File: config.mk
export PLATFORM = sky130hd
export DESIGN_NAME = bootblk_guard
export DESIGN_NICKNAME = d
export VERILOG_FILES = /design/src/rtl/bbg_pkg.sv /design/src/rtl/bbg_reset_seq.sv /design/src/rtl/bbg_bypass_ctl.sv /design/src/rtl/bbg_prot_eval.sv /design/src/rtl/bootblk_guard.sv
export SDC_FILE = /design/constraint.sdc
export NUM_CORES = 1
export LEC_CHECK = 0
export BUFFER_PORTS_ARGS = -buffer_cell sky130_fd_sc_hd__buf_2
export CAP_MARGIN = 10
export CORE_MARGIN = 2
export CORE_UTILIZATION = 44
export DETAILED_ROUTE_END_ITERATION = 10
export HOLD_SLACK_MARGIN = 0.02
export PLACE_DENSITY = 0.77
export SLEW_MARGIN = 20
export SYNTH_ARGS = -nofsm -noshare
export SYNTH_HDL_FRONTEND = slang
export SYNTH_SLANG_ARGS = --single-unit
File: constraint.sdc
create_clock -name clk -period 1.7 [get_ports clk]
set_clock_uncertainty 0.1 [all_clocks]
set_input_delay 0.085 -clock clk [delete_from_list [all_inputs] [get_ports clk]]
set_output_delay 0.085 -clock clk [all_outputs]
set_load 0.01 [all_outputs]
File: src/rtl/bbg_pkg.sv
package bbg_pkg;

  typedef enum logic [1:0] {
    LVL_LOW  = 2'b00,
    LVL_HIGH = 2'b01,
    LVL_ELEV = 2'b10,
    LVL_RSVD = 2'b11
  } lvl_e;

  typedef enum logic [2:0] {
    CS_READ    = 3'd0,
    CS_AUTOSEL = 3'd1,
    CS_PROG    = 3'd2,
    CS_ERASE   = 3'd3,
    CS_ESUSP   = 3'd4
  } ctl_e;

  // reserved code counts as high, so only 2'b10 is elevated
  function automatic logic lvl_is_low(input logic [1:0] lvl);
    return lvl == LVL_LOW;
  endfunction

  function automatic logic lvl_is_elev(input logic [1:0] lvl);
    return lvl == LVL_ELEV;
  endfunction

  // outermost two blocks on each side of the array
  function automatic logic blk_is_boot(input int unsigned blk, input int unsigned nblk);
    return (blk < 2) || (blk + 2 >= nblk);
  endfunction

  // bank split 1:3:3:1 of the block count
  function automatic logic [1:0] blk_bank(input int unsigned blk, input int unsigned nblk);
    if (blk * 8 < nblk)          return 2'd0;
    else if (blk * 8 < nblk * 4) return 2'd1;
    else if (blk * 8 < nblk * 7) return 2'd2;
    else                         return 2'd3;
  endfunction

  function automatic logic ctl_is_busy(input logic [2:0] st);
    return (st == CS_PROG) || (st == CS_ERASE);
  endfunction

endpackage

File: src/rtl/bbg_reset_seq.sv
module bbg_reset_seq
  import bbg_pkg::*;
#(
  parameter int RST_MIN_CYC = 4,
  parameter int RECOVER_CYC = 6
) (
  input  logic       clk,
  input  logic       rst_n,
  input  logic [1:0] rp_lvl,
  output logic       in_reset,
  output logic       bus_ready
);

  localparam int CW = $clog2(RST_MIN_CYC + 1);
  localparam int RW = $clog2(RECOVER_CYC + 1);

  logic [CW-1:0] low_cnt;
  logic [RW-1:0] rec_cnt;
  logic          rp_low;
  logic          long_enough;

  assign rp_low      = lvl_is_low(rp_lvl);
  assign long_enough = low_cnt >= CW'(RST_MIN_CYC - 1);

  always_ff @(posedge clk) begin
    if (!rst_n) begin
      low_cnt  <= '0;
      in_reset <= 1'b0;
      rec_cnt  <= '0;
    end else if (rp_low) begin
      if (low_cnt != CW'(RST_MIN_CYC)) low_cnt <= low_cnt + 1'b1;
      if (long_enough) in_reset <= 1'b1;
    end else begin
      low_cnt <= '0;
      if (in_reset) begin
        in_reset <= 1'b0;
        rec_cnt  <= RW'(RECOVER_CYC);
      end else if (rec_cnt != '0) begin
        rec_cnt <= rec_cnt - 1'b1;
      end
    end
  end

  assign bus_ready = !in_reset && (rec_cnt == '0);

  // reset only begins after the pin was sampled low
  assert_reset_needs_low_R9: assert property (@(posedge clk) disable iff (!rst_n)
    $rose(in_reset) |-> $past(rp_lvl) == LVL_LOW);

  // leaving reset always enters the recovery window first
  assert_recovery_blocks_R10: assert property (@(posedge clk) disable iff (!rst_n)
    $fell(in_reset) |-> !bus_ready);

endmodule

File: src/rtl/bbg_bypass_ctl.sv
module bbg_bypass_ctl
  import bbg_pkg::*;
(
  input  logic       clk,
  input  logic       rst_n,
  input  logic [1:0] wp_lvl,
  input  logic [2:0] ctl_state,
  input  logic       in_reset,
  output logic       bypass_on,
  output logic       bypass_err
);

  logic wp_elev;
  logic wp_elev_q;
  logic enter_req;
  logic from_read;

  assign wp_elev   = lvl_is_elev(wp_lvl);
  assign enter_req = wp_elev && !wp_elev_q;
  assign from_read = ctl_state == CS_READ;

  always_ff @(posedge clk) begin
    if (!rst_n) begin
      wp_elev_q  <= 1'b0;
      bypass_on  <= 1'b0;
      bypass_err <= 1'b0;
    end else begin
      wp_elev_q <= wp_elev;
      if (in_reset) begin
        bypass_on  <= 1'b0;
        bypass_err <= 1'b0;
      end else begin
        bypass_err <= enter_req && !from_read;
        if (!wp_elev)                    bypass_on <= 1'b0;
        else if (enter_req && from_read) bypass_on <= 1'b1;
      end
    end
  end

  // entry happens only out of read mode
  assert_bypass_from_read_R6: assert property (@(posedge clk) disable iff (!rst_n)
    $rose(bypass_on) |-> $past(ctl_state) == CS_READ);

  // bypass is only held while the pin was elevated
  assert_bypass_needs_pin_R6: assert property (@(posedge clk) disable iff (!rst_n)
    bypass_on |-> $past(wp_lvl) == LVL_ELEV);

  // a refused entry never coexists with bypass
  assert_err_excludes_bypass_R7: assert property (@(posedge clk) disable iff (!rst_n)
    bypass_err |-> !bypass_on);

endmodule

File: src/rtl/bbg_prot_eval.sv
module bbg_prot_eval
  import bbg_pkg::*;
#(
  parameter int NUM_BLOCKS = 16,
  localparam int BLK_W = $clog2(NUM_BLOCKS)
) (
  input  logic                  clk,
  input  logic                  rst_n,
  input  logic                  req_valid,
  input  logic                  req_erase,
  input  logic [BLK_W-1:0]      req_blk,
  input  logic [NUM_BLOCKS-1:0] prot_bits,
  input  logic [1:0]            wp_lvl,
  input  logic [1:0]            rp_lvl,
  input  logic                  bus_ready,
  output logic                  dec_valid,
  output logic                  dec_allow,
  output logic                  dec_erase,
  output logic [1:0]            dec_bank
);

  logic [NUM_BLOCKS-1:0] lock_vec;
  logic                  wp_low;
  logic                  rp_elev;
  logic                  blk_locked;
  logic                  req_boot;

  assign wp_low  = lvl_is_low(wp_lvl);
  assign rp_elev = lvl_is_elev(rp_lvl);

  for (genvar i = 0; i < NUM_BLOCKS; i++) begin : g_lock
    localparam logic BOOT = blk_is_boot(i, NUM_BLOCKS);
    if (BOOT) begin : g_boot
      assign lock_vec[i] = wp_low || (!rp_elev && prot_bits[i]);
    end else begin : g_main
      assign lock_vec[i] = !rp_elev && prot_bits[i];
    end
  end

  assign blk_locked = lock_vec[req_blk];
  assign req_boot   = blk_is_boot(32'(req_blk), NUM_BLOCKS);

  always_ff @(posedge clk) begin
    if (!rst_n) begin
      dec_valid <= 1'b0;
      dec_allow <= 1'b0;
      dec_erase <= 1'b0;
      dec_bank  <= 2'd0;
    end else begin
      dec_valid <= req_valid;
      dec_allow <= req_valid && bus_ready && !blk_locked;
      if (req_valid) begin
        dec_erase <= req_erase;
        dec_bank  <= blk_bank(32'(req_blk), NUM_BLOCKS);
      end
    end
  end

  // hardware lock of boot blocks wins over everything
  assert_boot_locked_R2: assert property (@(posedge clk) disable iff (!rst_n)
    req_valid && wp_low && req_boot |=> dec_valid && !dec_allow);

  // elevated reset pin opens non-boot blocks
  assert_temp_unprot_R4: assert property (@(posedge clk) disable iff (!rst_n)
    req_valid && bus_ready && rp_elev && !req_boot |=> dec_allow);

  // nothing is granted while the bus is not ready
  assert_no_grant_unready_R10: assert property (@(posedge clk) disable iff (!rst_n)
    req_valid && !bus_ready |=> !dec_allow);

  // decision strobe tracks the request one clock later
  assert_strobe_follows_R5: assert property (@(posedge clk) disable iff (!rst_n)
    dec_valid |-> $past(req_valid));

endmodule

File: src/rtl/bootblk_guard.sv
module bootblk_guard
  import bbg_pkg::*;
#(
  parameter int NUM_BLOCKS  = 16,
  parameter int RST_MIN_CYC = 4,
  parameter int RECOVER_CYC = 6,
  localparam int BLK_W = $clog2(NUM_BLOCKS)
) (
  input  logic                  clk,
  input  logic                  rst_n,
  input  logic [1:0]            wp_lvl,
  input  logic [1:0]            rp_lvl,
  input  logic [2:0]            ctl_state,
  input  logic                  req_valid,
  input  logic                  req_erase,
  input  logic [BLK_W-1:0]      req_blk,
  input  logic [NUM_BLOCKS-1:0] prot_bits,
  output logic                  dec_valid,
  output logic                  dec_allow,
  output logic                  dec_erase,
  output logic [1:0]            dec_bank,
  output logic                  bypass_on,
  output logic                  bypass_err,
  output logic                  ready,
  output logic                  bus_ready
);

  logic in_reset;

  bbg_reset_seq #(
    .RST_MIN_CYC(RST_MIN_CYC),
    .RECOVER_CYC(RECOVER_CYC)
  ) u_rst (
    .clk      (clk),
    .rst_n    (rst_n),
    .rp_lvl   (rp_lvl),
    .in_reset (in_reset),
    .bus_ready(bus_ready)
  );

  bbg_bypass_ctl u_byp (
    .clk       (clk),
    .rst_n     (rst_n),
    .wp_lvl    (wp_lvl),
    .ctl_state (ctl_state),
    .in_reset  (in_reset),
    .bypass_on (bypass_on),
    .bypass_err(bypass_err)
  );

  bbg_prot_eval #(
    .NUM_BLOCKS(NUM_BLOCKS)
  ) u_prot (
    .clk      (clk),
    .rst_n    (rst_n),
    .req_valid(req_valid),
    .req_erase(req_erase),
    .req_blk  (req_blk),
    .prot_bits(prot_bits),
    .wp_lvl   (wp_lvl),
    .rp_lvl   (rp_lvl),
    .bus_ready(bus_ready),
    .dec_valid(dec_valid),
    .dec_allow(dec_allow),
    .dec_erase(dec_erase),
    .dec_bank (dec_bank)
  );

  assign ready = bus_ready && !ctl_is_busy(ctl_state);

  // a hardware reset in progress clears bypass by the next clock
  assert_reset_clears_bypass_R9: assert property (@(posedge clk) disable iff (!rst_n)
    in_reset |=> !bypass_on);

endmodule

==> results.txt <==
For the global-route met1 utilization, the log shows 18.8%. Global routing used 17.3% of the available tracks across all layers. In the post-synthesis netlist, the biggest area contributors are sky130_fd_sc_hd__dfxtp_1 36%, sky130_fd_sc_hd__mux2i_1 11%, sky130_fd_sc_hd__ha_1 7.5%. The clock latency reported for the late side of the worst-skew pair was 0.29 ns.

The register bit count reported by yosys is 15. The library cell used most frequently in the layout, excluding fill and tap cells, is sky130_fd_sc_hd__buf_2. The routed via count divided by cell count came out at 5.06. The logs give 93 for the synthesized instance count and 0 for the total grt overflow. The layer flagged by global routing as most heavily used is met2.

Count of nets left with antenna violations after detail routing: 0. Setup repair after global routing left no endpoint under its margin. In the layout the commonest cells are 39 x sky130_fd_sc_hd__buf_2, 15 x sky130_fd_sc_hd__dfxtp_1, 9 x sky130_fd_sc_hd__mux2i_1. STA puts the critical path data arrival time at 1.36 ns. Routability-driven placement finished with a final weighted congestion of 0.761. The average size of a mapped cell is 8.96 µm², and the clock-pin slew on the worst setup and hold paths is 0.08 ns. Among cell families on the critical path, the largest total delay comes from flip-flops.

The synthesized netlist occupies a cell area of 833 µm². Worst IR drop on VDD: 0.000581 V. The netlist uses 29 different library cells.

For the net count after synthesis, the log shows 129. The via count of the first global-routing pass is 709. The critical path in this run is classified as reg -> out.

In this run the tool buffered the top-level ports with 39 buffer cells. The post-layout minimum cycle time is 1.55 ns. Entering global routing, the biggest net connects 10 pins. Data on the critical path is required at its endpoint by 1.51 ns.

0 antenna diodes ended up in the layout. After the first detailed-routing iteration, the DRC count stood at 11. The row count was 15. The die width was 47.5 µm. Setup violations remaining at the end of the flow were counted as 0. The global-route met3 utilization came out at 6.04%.

The run gives 2260 µm² as the floorplan die area. The finished cells cover 1160 µm². The region available for standard cell placement spans 1750 µm².

Buffers inserted during clock tree synthesis total 3. The area growth from synthesis to layout is 39.2%. The highest clock frequency the design can meet was 0.646 GHz; the detailed placer's ending HPWL was 1490 µm. The endpoint of the worst hold-timing path is u_byp.bypass_err. After layout, the worst path uses 91.0% of the clock period. Among all stages on the critical path, the largest delay is contributed by sky130_fd_sc_hd__dfxtp_1. The number of buffers and inverters on the critical path is 2. The tools report the total placed instance area as 1050 µm². The initial antenna violation count is 0. TritonCTS built the clock tree.

In this run the static leakage power is 0.000566 µW. For met2 alone, demand over resource in global routing was 32.4%. The count of final hold-check violations is 0, and the fraction of final layout cells sized beyond drive strength 1 is 35.0%. Headroom to the max-slew limit came out at 75.3%. The largest total area in the synthesized netlist belongs to sky130_fd_sc_hd__dfxtp_1. The synthesis warning total was 0. The max-slew violation count is 0. Final layout net count: 180. For this run, design rule violations remaining after detail routing come to 0. The depth of the most critical reg-to-reg path is 7.

In this run the worst path has a maximum fanout of 3. After detailed routing, the average wire length per cell comes to 11.2 µm. The flow ran to the end, and the final reports show no timing, DRC or antenna violations. In this run the vertical extent of the chip is 47.5 µm.

The largest stage delay on the critical path was 0.32 ns; the total wire length after detailed routing was 1880 µm. Boundary pin count: 40. For the final routed database, the setup TNS stands at 0 ns. The first global-routing pass estimated 2810 µm of wire. Walking the worst path, the cells encountered are inv_1 -> ha_1 -> nor3b_4 -> a21boi_0 -> buf_2. The path class of the tightest hold or removal check is in -> reg.

Power spread over the standard cell area amounts to 888 nW/µm². Before antenna repair, the detailed router went through 4 iterations. The maximum level of the CTS H-tree was 1.

The reg-to-reg critical path startpoint was u_rst.rec_cnt[0]. The number of violations of the max-capacitance limit is 0, and the instance count along the most critical hold path is 3. The number of sinks driven by the clock tree is 15, and the initial standard-cell utilization of the core is 47.7%. Across all register-to-register paths, the minimum setup slack is 0.19 ns. The worst reg2reg path endpoint was u_rst.rec_cnt[0].

The count of vias placed by the detailed router came out at 850. The worst hold path begins at ctl_state[0]. The tree is rooted in a sky130_fd_sc_hd__clkbuf_4. The endpoint class of the critical path is an output pin. Counting along the longest clock path gives a buffer depth of 2.

Sequential elements use 36.0% of the synthesized area. The timing startpoint of the critical path was u_rst.rec_cnt[0]. The worst setup path is launched from a flip-flop.

The share of Yosys cell area claimed by the top area cell type is 36.0%, and the slew at the pin closest to its max-slew limit is 0.361 ns.
## per-stage QoR
stage | utilization [%] | hold WS (ns) | power [µW] | std cells | worst slack [ns]
2_1_floorplan | - | 0.0744 | 658 | 93 | 0.304
3_3_place_gp | 60.1 | 0.240 | 766 | 156 | 0.342
3_5_place_dp | 60.1 | 0.260 | 779 | 156 | 0.267
4_1_cts | 66.0 | 0.0408 | 1020 | 167 | 0.0187
5_1_grt | 66.5 | 0.0324 | 1100 | 168 | 0.0271
6_report | 66.5 | 0.0440 | 1030 | 168 | 0.153
## kinds of logic after synthesis
kind of cell	Yosys count	synth area share, %
AO/OA/AOI/OAI	22	18.8
flip-flops	15	36.0
AND/OR/NAND/NOR	31	19.1
XOR/XNOR	1	1.05
multiplexers	10	12.6
adder cells (fa/ha/maj)	5	7.51
buffers and inverters	9	4.96
## worst max-delay path by stage
stage | endpoint | cells after the start
4_1_cts | ready | 5
6_report | ready | 5
3_3_place_gp | u_rst.rec_cnt[1] | 5
2_1_floorplan | ready | 4
5_1_grt | ready | 5
3_5_place_dp | u_rst.rec_cnt[1] | 5
## repair_timing
item | CTS | global route
endpoints found under the setup margin | 1 | 1
buffers inserted | 0 | 1
hold buffers | 7 | 0
endpoints found under the hold margin | 9 | 0
resized for setup | 1 | 0
## cell type report
| type | instances | area, µm² |
|---|---|---|
| fillers | 177 | 586 |
| multi-input cells | 69 | 498 |
| flip-flops and latches | 15 | 300 |
| repair buffers | 47 | 273 |
| well taps | 25 | 31.3 |
| inverters | 8 | 30.0 |
| clock buffers | 3 | 22.5 |
| clock inverters | 1 | 5.00 |
## cells in the mapped netlist
cell type	number
sky130_fd_sc_hd__buf_6	1
sky130_fd_sc_hd__xnor2_1	1
sky130_fd_sc_hd__o211a_1	1
sky130_fd_sc_hd__mux2i_1	9
sky130_fd_sc_hd__nand3_1	2
sky130_fd_sc_hd__nand3b_1	1
sky130_fd_sc_hd__inv_1	8
sky130_fd_sc_hd__o31ai_1	1
sky130_fd_sc_hd__a21oi_1	8
sky130_fd_sc_hd__a21boi_0	1
sky130_fd_sc_hd__dfxtp_1	15
sky130_fd_sc_hd__o2bb2ai_2	1
sky130_fd_sc_hd__o21ai_0	3
sky130_fd_sc_hd__or2_2	1
sky130_fd_sc_hd__nor4_1	2
sky130_fd_sc_hd__mux2_4	1
sky130_fd_sc_hd__nor2b_1	5
sky130_fd_sc_hd__a31o_2	1
sky130_fd_sc_hd__a22oi_1	1
sky130_fd_sc_hd__nor2_1	8
sky130_fd_sc_hd__nor3b_2	1
sky130_fd_sc_hd__a2111oi_0	1
sky130_fd_sc_hd__o31ai_2	1
sky130_fd_sc_hd__o21a_1	2
sky130_fd_sc_hd__ha_1	5
sky130_fd_sc_hd__and2_1	2
sky130_fd_sc_hd__nand2_1	7
sky130_fd_sc_hd__a22o_1	1
sky130_fd_sc_hd__nor3_1	2
## sequential cells by signal (all words and copies together) (netlist names)
name	cells
u_rst.rec_cnt	3
u_byp.wp_elev_q	1
u_prot.dec_valid	1
u_prot.dec_erase	1
u_prot.dec_bank	2
u_byp.bypass_err	1
u_byp.bypass_on	1
u_prot.dec_allow	1
u_rst.low_cnt	3
u_rst.in_reset	1
## where the power goes
part           internal, µW  total (µW)  switching [µW]
Combinational           222         414             191
Sequential              391         414            23.1
Clock                  87.6         202             114
Total                   701        1030             329
## worst min-delay path: stages
cell                     delay [ns]
sky130_fd_sc_hd__buf_2         0.07
sky130_fd_sc_hd__nor3_1        0.05
sky130_fd_sc_hd__nor4_1        0.16
## metal layers
metal / share of wire (%) / vias to the layer above
li1: - / 430
met1: 41 / 395
met2: 52 / 23
met3: 6.2 / 2
met4: 0.43 / 0
met5: 0 / -
Power figures use the tool's default switching activity.
